## src/rtl/itmr_pkg.sv

```systemverilog
package itmr_pkg;
  localparam int unsigned IDX_W = 10;

  typedef enum logic [IDX_W-1:0] {
    IX_IDENT  = 10'd0,
    IX_RUN    = 10'd1,
    IX_MODE   = 10'd2,
    IX_LIMIT  = 10'd3,
    IX_COUNT  = 10'd4,
    IX_ENABLE = 10'd5,
    IX_STATUS = 10'd6,
    IX_RATE   = 10'd7
  } reg_ix_e;
endpackage

```

## src/rtl/itmr_prescale.sv

```systemverilog
module itmr_prescale #(
  parameter int unsigned TICK_DIV = 4
) (
  input  logic clk,
  input  logic rst_n,
  input  logic run,
  input  logic restart,
  output logic tick
);
  localparam int unsigned PW = (TICK_DIV > 1) ? $clog2(TICK_DIV) : 1;

  generate
    if (TICK_DIV == 1) begin : g_direct
      assign tick = run && !restart;
    end else begin : g_div
      logic [PW-1:0] phase;
      localparam logic [PW-1:0] LAST = PW'(TICK_DIV - 1);

      always_ff @(posedge clk or negedge rst_n) begin
        if (!rst_n)                   phase <= '0;
        else if (!run || restart)     phase <= '0;
        else if (phase == LAST)       phase <= '0;
        else                          phase <= phase + 1'b1;
      end

      assign tick = run && !restart && (phase == LAST);

      AST_TICK_SPACING: assert property (@(posedge clk) disable iff (!rst_n)
        tick |=> !tick);
    end
  endgenerate
endmodule

```

## src/rtl/itmr_count.sv

```systemverilog
module itmr_count #(
  parameter int unsigned W = 32
) (
  input  logic         clk,
  input  logic         rst_n,
  input  logic         tick,
  input  logic         single,
  input  logic         load,
  input  logic [W-1:0] load_val,
  input  logic [W-1:0] limit,
  output logic [W-1:0] count,
  output logic         expire
);
  logic [W-1:0] nxt;

  assign expire = tick && !load && (count <= W'(1));

  always_comb begin
    nxt = count;
    if (load)          nxt = load_val;
    else if (expire)   nxt = single ? '0 : limit;
    else if (tick)     nxt = count - 1'b1;
  end

  always_ff @(posedge clk or negedge rst_n) begin
    if (!rst_n) count <= '0;
    else        count <= nxt;
  end

  AST_PERIODIC_RELOAD: assert property (@(posedge clk) disable iff (!rst_n)
    (expire && !single) |=> (count == $past(limit)));
  AST_SINGLE_PARK: assert property (@(posedge clk) disable iff (!rst_n)
    (expire && single) |=> (count == '0));
  AST_LOAD_WINS: assert property (@(posedge clk) disable iff (!rst_n)
    load |=> (count == $past(load_val)));
  AST_IDLE_HOLD: assert property (@(posedge clk) disable iff (!rst_n)
    (!tick && !load) |=> $stable(count));
endmodule

```

## src/rtl/itmr_irq.sv

```systemverilog
module itmr_irq #(
  parameter int unsigned W = 32
) (
  input  logic         clk,
  input  logic         rst_n,
  input  logic         expire,
  input  logic         ack,
  input  logic [W-1:0] enable,
  output logic         status,
  output logic         irq
);
  always_ff @(posedge clk or negedge rst_n) begin
    if (!rst_n)       status <= 1'b0;
    else if (expire)  status <= 1'b1;
    else if (ack)     status <= 1'b0;
  end

  assign irq = status && (enable != '0);

  AST_SET_WINS: assert property (@(posedge clk) disable iff (!rst_n)
    expire |=> status);
  AST_ACK_CLEARS: assert property (@(posedge clk) disable iff (!rst_n)
    (ack && !expire) |=> !status);
  AST_MASKED_QUIET: assert property (@(posedge clk) disable iff (!rst_n)
    (enable == '0) |-> !irq);
endmodule

```

## src/rtl/itmr_top.sv

```systemverilog
module itmr_top #(
  parameter int unsigned DATA_W   = 32,
  parameter int unsigned ADDR_W   = 12,
  parameter int unsigned TICK_DIV = 4,
  parameter int unsigned CLK_HZ   = 100_000_000,
  parameter logic [31:0] DEV_ID   = 32'hC0DE_7100
) (
  input  logic              clk,
  input  logic              rst_n,
  input  logic [ADDR_W-1:0] bus_addr,
  input  logic              bus_we,
  input  logic [DATA_W-1:0] bus_wdata,
  output logic [DATA_W-1:0] bus_rdata,
  output logic              irq
);
  import itmr_pkg::*;

  localparam int unsigned RATE = CLK_HZ / TICK_DIV;
  localparam int unsigned WIN  = 12;

  logic [IDX_W-1:0]  idx;
  logic              running, single;
  logic [DATA_W-1:0] limit, enable, count;
  logic              tick, expire, status;
  logic              wr_any, new_nz, run_wr, mode_wr, restart, load, ack;
  logic [DATA_W-1:0] load_val;

  assign idx     = bus_addr[WIN-1:2];
  assign wr_any  = bus_we;
  assign new_nz  = (bus_wdata != '0);
  assign run_wr  = wr_any && (idx == IX_RUN) && (new_nz != running);
  assign mode_wr = wr_any && (idx == IX_MODE);
  assign restart = (run_wr && new_nz) || (mode_wr && running);
  assign load    = wr_any && ((idx == IX_LIMIT) || (idx == IX_COUNT));
  assign load_val = bus_wdata;
  assign ack     = wr_any && (idx == IX_STATUS) && bus_wdata[0];

  always_ff @(posedge clk or negedge rst_n) begin
    if (!rst_n) begin
      running <= 1'b0;
      single  <= 1'b0;
      limit   <= '0;
      enable  <= '0;
    end else begin
      if (run_wr)                    running <= new_nz;
      else if (expire && single)     running <= 1'b0;
      if (mode_wr)                   single  <= new_nz;
      if (wr_any && idx == IX_LIMIT)  limit  <= bus_wdata;
      if (wr_any && idx == IX_ENABLE) enable <= bus_wdata;
    end
  end

  itmr_prescale #(.TICK_DIV(TICK_DIV)) u_pre (
    .clk(clk), .rst_n(rst_n), .run(running), .restart(restart), .tick(tick)
  );

  itmr_count #(.W(DATA_W)) u_cnt (
    .clk(clk), .rst_n(rst_n), .tick(tick), .single(single), .load(load),
    .load_val(load_val), .limit(limit), .count(count), .expire(expire)
  );

  itmr_irq #(.W(DATA_W)) u_irq (
    .clk(clk), .rst_n(rst_n), .expire(expire), .ack(ack), .enable(enable),
    .status(status), .irq(irq)
  );

  always_comb begin
    bus_rdata = '0;
    case (idx)
      IX_IDENT:  bus_rdata = DATA_W'(DEV_ID);
      IX_RUN:    bus_rdata = DATA_W'(running);
      IX_MODE:   bus_rdata = DATA_W'(single);
      IX_LIMIT:  bus_rdata = limit;
      IX_COUNT:  bus_rdata = count;
      IX_ENABLE: bus_rdata = enable;
      IX_STATUS: bus_rdata = DATA_W'(status);
      IX_RATE:   bus_rdata = DATA_W'(RATE);
      default:   bus_rdata = '0;
    endcase
  end

  AST_SINGLE_STOPS: assert property (@(posedge clk) disable iff (!rst_n)
    (expire && single && !run_wr) |=> !running);
  AST_SAME_RUN_NOP: assert property (@(posedge clk) disable iff (!rst_n)
    (wr_any && idx == IX_RUN && (new_nz == running) && !expire) |=> (running == $past(running)));
  AST_LIMIT_RELOAD: assert property (@(posedge clk) disable iff (!rst_n)
    (wr_any && idx == IX_LIMIT) |=> (limit == count));
  AST_STOP_NO_TICK: assert property (@(posedge clk) disable iff (!rst_n)
    !running |-> !tick);
endmodule

```

## config.mk

```make
export PLATFORM = sky130hd
export DESIGN_NAME = itmr_top
export DESIGN_NICKNAME = d
export VERILOG_FILES = /design/src/rtl/itmr_pkg.sv /design/src/rtl/itmr_prescale.sv /design/src/rtl/itmr_count.sv /design/src/rtl/itmr_irq.sv /design/src/rtl/itmr_top.sv
export SDC_FILE = /design/constraint.sdc
export NUM_CORES = 1
export LEC_CHECK = 0
export BUFFER_PORTS_ARGS = -buffer_cell sky130_fd_sc_hd__buf_4
export CAP_MARGIN = 20
export CORE_UTILIZATION = 55
export CTS_BUF_LIST = sky130_fd_sc_hd__clkbuf_4 sky130_fd_sc_hd__clkbuf_8
export DETAILED_ROUTE_END_ITERATION = 8
export PLACE_DENSITY = 0.75
export SLEW_MARGIN = 20
export SYNTH_ARGS = -nofsm -noshare
export SYNTH_HDL_FRONTEND = slang
export SYNTH_HIERARCHICAL = 1
export SYNTH_SLANG_ARGS = --single-unit
```

## constraint.sdc

```tcl
create_clock -name clk -period 2.52 [get_ports clk]
set_input_delay 0.252 -clock clk [delete_from_list [all_inputs] [get_ports clk]]
set_output_delay 0.252 -clock clk [all_outputs]
set_load 0.01 [all_outputs]
```

== After elaboration in Yosys (flattened, before gate mapping) ==
Index checks and enable logic that the tools add are counted.
Word-level totals
  register bits after elaboration: 101
  bits in latches: 0
  memory bits (writable): 0
  ROM bits: 0
  input port bits: 47
  output and inout port bits: 33
  memories kept: 0
Cells by class
  $add $sub $neg: 2
  multiply operators: 0
  divide/modulo/power cells: 0
  magnitude comparators: 1
  equality and inequality tests: 9
  shifts and indexed selects: 0
  mux-type cells: 11
  bitwise gates (word level): 0
  reduce and logical (&&, ||, !) cells: 28
Operator list (number)
  32-bit one-hot mux with 8 select lines: 1
  32-bit two-way mux: 4
  32-bit nonzero test: 2
  10-bit by 3-bit == test with 1-bit output (second input constant): 4
  32-bit by 1-bit <= comparator with 1-bit output (second input constant): 1
  32-bit by 1-bit subtractor with 32-bit output (second input constant): 1
  10-bit by 2-bit == test with 1-bit output (second input constant): 2
  1-bit logical AND: 16
  10-bit by 1-bit == test with 1-bit output (second input constant): 1
  10-bit logical NOT: 1
  1-bit two-way mux: 4
  2-bit two-way mux: 2
  2-bit nonzero test: 2
  1-bit logical NOT: 3
  1-bit logical OR: 3
  3-bit nonzero test: 1
  2-bit by 1-bit adder with 2-bit output (second input constant): 1
  2-bit == test (second input constant): 1
  1-bit != test: 1

== Logic depth before layout (Yosys ltp) ==
  depth in word-level cells: 13
  depth in mapped cells: 15
  gate-level depth less buffers: 12

== Cells and area by module ==
Netlist, hierarchy kept.
By module, submodules not included
  itmr_top: instances 1, cells an instance 321, area an instance 3575.9 um^2, seq. area each 1651.6 um^2
  itmr_count: instances 1, cells an instance 269, area an instance 2399.8 um^2, seq. area each 800.8 um^2
  itmr_irq: instances 1, cells an instance 14, area an instance 112.6 um^2, seq. area each 25.0 um^2
  itmr_prescale: instances 1, cells an instance 6, area an instance 95.1 um^2, seq. area each 50.0 um^2

== Worst setup path after synthesis ==
OpenSTA, ideal clock, no wires.
  path type: input -> register
  from: input port bus_addr[8]
  to: register u_cnt.count[11]
  arrival time: 2.930 ns
  data required time: 2.394 ns
  path slack: -0.536 ns
  stages on the path: 13
  buffers on the path: 3
  path through: or4_4 -> nor3_1 -> nand2_1 -> o22ai_1 -> and3b_1 -> clkbuf_1 -> nor2b_1 -> o211ai_1 -> or4_4 -> buf_6 -> nor2_8 -> buf_6 -> a221o_1
On the way
  cells in the longest elaborated chain, start to end: 12
Ends and longest elaborated chain
  start, declared: line itmr_top.sv:10  | input logic [ADDR_W-1:0] bus_addr,
  10-bit by 1-bit == test with 1-bit output: line itmr_top.sv:31  | assign run_wr = wr_any && (idx == IX_RUN) && (new_nz != running);
  1-bit logical AND (2 in series): line itmr_top.sv:31
  1-bit logical AND: line itmr_top.sv:33  | assign restart = (run_wr && new_nz) || (mode_wr && running);
  1-bit logical OR (*): line itmr_top.sv:33
  named net restart: line itmr_top.sv:25  | logic wr_any, new_nz, run_wr, mode_wr, restart, load, ack;
  1-bit logical NOT (*): line itmr_prescale.sv:26  | assign tick = run && !restart && (phase == LAST);
  1-bit logical AND (*) (2 in series): line itmr_prescale.sv:26
  named net tick: line itmr_top.sv:24  | logic tick, expire, status;
  1-bit logical AND (2 in series): line itmr_count.sv:16  | assign expire = tick && !load && (count <= W'(1));
  32-bit two-way mux: line itmr_count.sv:21  | else if (expire) nxt = single ? '0 : limit;
  32-bit two-way mux: line itmr_count.sv:20  | if (load) nxt = load_val;
  end signal, assigned: line itmr_count.sv:27  | else count <= nxt;
  end, declared: line itmr_count.sv:11  | output logic [W-1:0] count,
The timed path passes the listed nets; every way through them passes the cells marked *.
A chain may end at the register's enable or synchronous reset.

== Worst setup path after layout ==
  from: input port bus_wdata[0]
  to: register u_cnt.count[21]
On the way
  cells in the longest elaborated chain, start to end: 12
Ends and longest elaborated chain
  start, declared: line itmr_top.sv:12  | input logic [DATA_W-1:0] bus_wdata,
  32-bit nonzero test (*): line itmr_top.sv:30  | assign new_nz = (bus_wdata != '0);
  1-bit != test: line itmr_top.sv:31
  1-bit logical AND: line itmr_top.sv:31
  1-bit logical AND (*): line itmr_top.sv:33
  1-bit logical OR (*): line itmr_top.sv:33
  named net restart: line itmr_top.sv:25
  1-bit logical NOT (*): line itmr_prescale.sv:26
  1-bit logical AND (*) (2 in series): line itmr_prescale.sv:26
  named net tick: line itmr_top.sv:24
  1-bit logical AND (*) (2 in series): line itmr_count.sv:16
  named net expire: line itmr_top.sv:24
  32-bit two-way mux: line itmr_count.sv:21
  32-bit two-way mux: line itmr_count.sv:20
Marked as above.

==> impl_metrics.env <==
export IMPL_n_fill_cell=819
export IMPL_yosysWarningCount=6
export IMPL_worstPathCellList="buf_6 > nor4_4 > buf_4 > nand4_1 > nor2_2 > o22ai_2 > and3b_1 > nor2b_4 > o211ai_1 > or4_4 > inv_8 > nor2_4 > a221o_1"
export IMPL_drv_cap=0
export IMPL_slew_headroom=0.545
export IMPL_cts_buffer_depth=2
export IMPL_place_hpwl_mm=14.6
export IMPL_finalNetCount=821
export IMPL_grt_setup_unrepaired="yes"
export IMPL_skew_ns=0.0113
export IMPL_synth_area_um2=6180
export IMPL_numCtsBuffers=9
export IMPL_slew_violations=0
export IMPL_first_pass_iters=5
export IMPL_syn_nets=660
export IMPL_fin_cells=914
export IMPL_final_area_um2=7970
export IMPL_status="complete, but fails checks"
export IMPL_critPathSlowestCell="or4_4"
export IMPL_syn_area_per_cell_um2=10.1
export IMPL_ys_types=66
export IMPL_wirelength_mm=20.6
export IMPL_synthArstFlopShare=1.00
export IMPL_vdd_drop_max_mv=0.397
export IMPL_power_internal_mw=2.40
export IMPL_tritoncts="built"
export IMPL_switching_power_mw=1.03
export IMPL_drt_iter0_drc=634
export IMPL_vias=5983
export IMPL_syn2layout_area_growth_pct=28.9
export IMPL_fp_dieH_um=108
export IMPL_grt_max_degree=51
export IMPL_critPathMaxStageDelay_ns=0.59
export IMPL_end_kind="flip-flop"
export IMPL_pwr_share_comb=0.216
export IMPL_max_freq_mhz=374
export IMPL_wire_per_inst_um=22.5
export IMPL_io_buffers=77
export IMPL_finalSetupTns_ns=-2.67
export IMPL_vias_per_cell=6.55
export IMPL_crit_arrival_ns=2.95
export IMPL_placed_cell_area_um2=7610
export IMPL_place_gp_congestion=0.942
export IMPL_path_class="in2reg"
export IMPL_io_pins=80
export IMPL_clkLatencyLatePin_ns=0.39
export IMPL_htreeDepth=3
export IMPL_leakage_nw=3.92
export IMPL_synth_edf_count=0
export IMPL_pre_cts_ws_ns=-0.651
export IMPL_ys_top_cells_by_area="dfrtp_1 (41%), mux2_4 (7.3%), mux2_2 (6.2%)"
export IMPL_rows=38
export IMPL_dieArea_um2=11700
export IMPL_root_buffer="clkbuf_8"
export IMPL_num_antenna_cells=0
export IMPL_ys_seq_elements=101
export IMPL_power_frac_clock=0.290
export IMPL_dp_cells=893
export IMPL_synth_ff_type="dfrtp_1"
export IMPL_swShare=0.300
export IMPL_antenna_found_initial=0
export IMPL_p_seq_frac=0.494
export IMPL_crit_required_ns=2.80
export IMPL_drive_gt1_frac=0.397
export IMPL_drcViolationCount=0
export IMPL_core_region_area_um2=10900
export IMPL_grt_pass1_vias=5861
export IMPL_min_period_over_period=1.06
export IMPL_grt_overflow=0
export IMPL_final_setup_worst_slack_ns=-0.155
export IMPL_start_util=0.568
export IMPL_violations="setup timing"
export IMPL_hp_class="in2reg"
export IMPL_grt_usage=0.365
export IMPL_synth_top_area_frac=0.409
export IMPL_synthCells=610
export IMPL_cts_sinks=101
export IMPL_worstPathMaxFanout=8
export IMPL_setup_viol=30
export IMPL_p_per_area_nw_per_um2=431
export IMPL_worst_pin_slew_ns=0.676
export IMPL_ys_seq_area_frac=0.409
export IMPL_ant_nets=0
export IMPL_start_kind="primary input"
export IMPL_grt_pass1_wl_mm=31.8
export IMPL_period_minus_slack_ns=2.68
export IMPL_hold_viol_final=0
export IMPL_synth_top_area_cell="dfrtp_1"
export IMPL_clkTransAtPathRegs_ns=0.10
export IMPL_fp_dieW_um=108
cells in the mapped netlist, types with 10 or more instances:
library cell / count
a221o_1: 18
clkbuf_1: 18
nand3_1: 25
nor4_1: 28
mux2_2: 34
or3_1: 10
nand2_1: 58
a22o_1: 10
nor3_1: 14
nor2_1: 25
dfrtp_1: 101
inv_1: 16
xor2_1: 19
mux2_4: 30
o21ai_0: 41
a21oi_1: 17
a22oi_1: 26
power groups by stage:
stage / logic (mW) / registers, mW / clock network (mW)
floorplan: 0.380 / 1.71 / 0
global placement: 0.687 / 1.72 / 0
detailed placement: 0.702 / 1.72 / 0
CTS: 0.714 / 1.69 / 1.00
global route: 0.791 / 1.70 / 1.06
finish: 0.741 / 1.69 / 0.996
worst max-delay path: cells and delay by family:
kind,cells,cell delay (ns)
and+or+nand+nor,7,1.74
AOI/OAI and AO/OA,3,0.55
buffers and inverters,3,0.39
logic make-up (layout without fill, tap and decap cells):
kind of cell / Yosys count / in the layout / synth area share
simple gates: 215 / 216 / 0.202
compound gates: 144 / 144 / 0.162
flops: 101 / 101 / 0.409
mux: 67 / 67 / 0.140
buf+inv: 54 / 217 / 0.0445
xor+xnor: 26 / 26 / 0.0368
fa+ha+maj: 3 / 3 / 0.00607
path summary, 6_finish.rpt:
check,startpoint,endpoint,slack [ns],cells after the start
max,bus_wdata[0],u_cnt/count[21]$_DFFE_PN0P_,-0.16,13
min,bus_wdata[10],enable[10]$_DFFE_PN0P_,0.21,3
max reg2reg,u_cnt/count[3]$_DFFE_PN0P_,u_cnt/count[21]$_DFFE_PN0P_,0.08,6
min reg2reg,u_pre/g_div.phase[0]$_DFF_PN0_,u_pre/g_div.phase[0]$_DFF_PN0_,0.46,1
max in group asynchronous,rst_n,enable[29]$_DFFE_PN0P_,1.25,3
min in group asynchronous,rst_n,enable[13]$_DFFE_PN0P_,0.43,2
state kept, by name, indices dropped and copies added, names as in the netlist:
signal	flops
u_irq/status	1
enable	32
single	1
u_cnt/count	32
running	1
limit	32
u_pre/g_div.phase	2
layer usage:
metal | track usage | routed length [um] | vias up | share of wire
li1 | - | - | 2616 | -
met1 | 0.489 | 8240 | 2951 | 0.40
met2 | 0.575 | 9710 | 359 | 0.47
met3 | 0.0838 | 1990 | 57 | 0.097
met4 | 0.139 | 661 | 0 | 0.032
met5 | 0 | 0 | - | 0
cell type report:
cell class | instances | area, um^2 | share of cell area
clock buffer | 13 | 166 | 0.0209
clock inverter | 1 | 7.51 | 0.000942
inverter | 18 | 75.1 | 0.00942
multi-input combinational | 456 | 3550 | 0.446
sequential | 101 | 2530 | 0.317
tap | 140 | 175 | 0.0220
timing repair buffer | 185 | 1460 | 0.184
through the flow:
| stage | hold WS [ns] | utilization | power (mW) |
|---|---|---|---|
| after floorplan | -0.0436 | - | 2.09 |
| after detailed placement | 0.321 | 0.699 | 2.43 |
| after CTS | 0.188 | 0.721 | 3.41 |
| after global placement | 0.317 | 0.699 | 2.41 |
| after global routing | 0.205 | 0.732 | 3.55 |
| final | 0.209 | 0.732 | 3.43 |
cells in the final DEF, fill, tap and decap left out, types with 10 or more instances in the layout:
cell | synthesis | routed
inv_1 | 16 | 16
dfrtp_1 | 101 | 101
clkbuf_8 | 0 | 11
a22oi_1 | 26 | 26
or3_1 | 10 | 10
xor2_1 | 19 | 19
nor4_1 | 28 | 23
nor2_1 | 25 | 24
mux2_4 | 30 | 30
nand2_1 | 58 | 57
nand3_1 | 25 | 24
mux2_2 | 34 | 34
a221o_1 | 18 | 18
a21oi_1 | 17 | 15
nor3_1 | 14 | 13
o21ai_0 | 41 | 38
buf_4 | 2 | 173
a22o_1 | 10 | 10
repair_timing:
item	CTS	global route
buffers inserted	2	4
setup endpoints to repair	33	34
gates cloned	1	0
gates resized for setup	8	22
hold buffers	1	0
hold endpoints to repair	47	0
pin swaps	10	10
No activity file was read; power rests on OpenSTA's default activity.
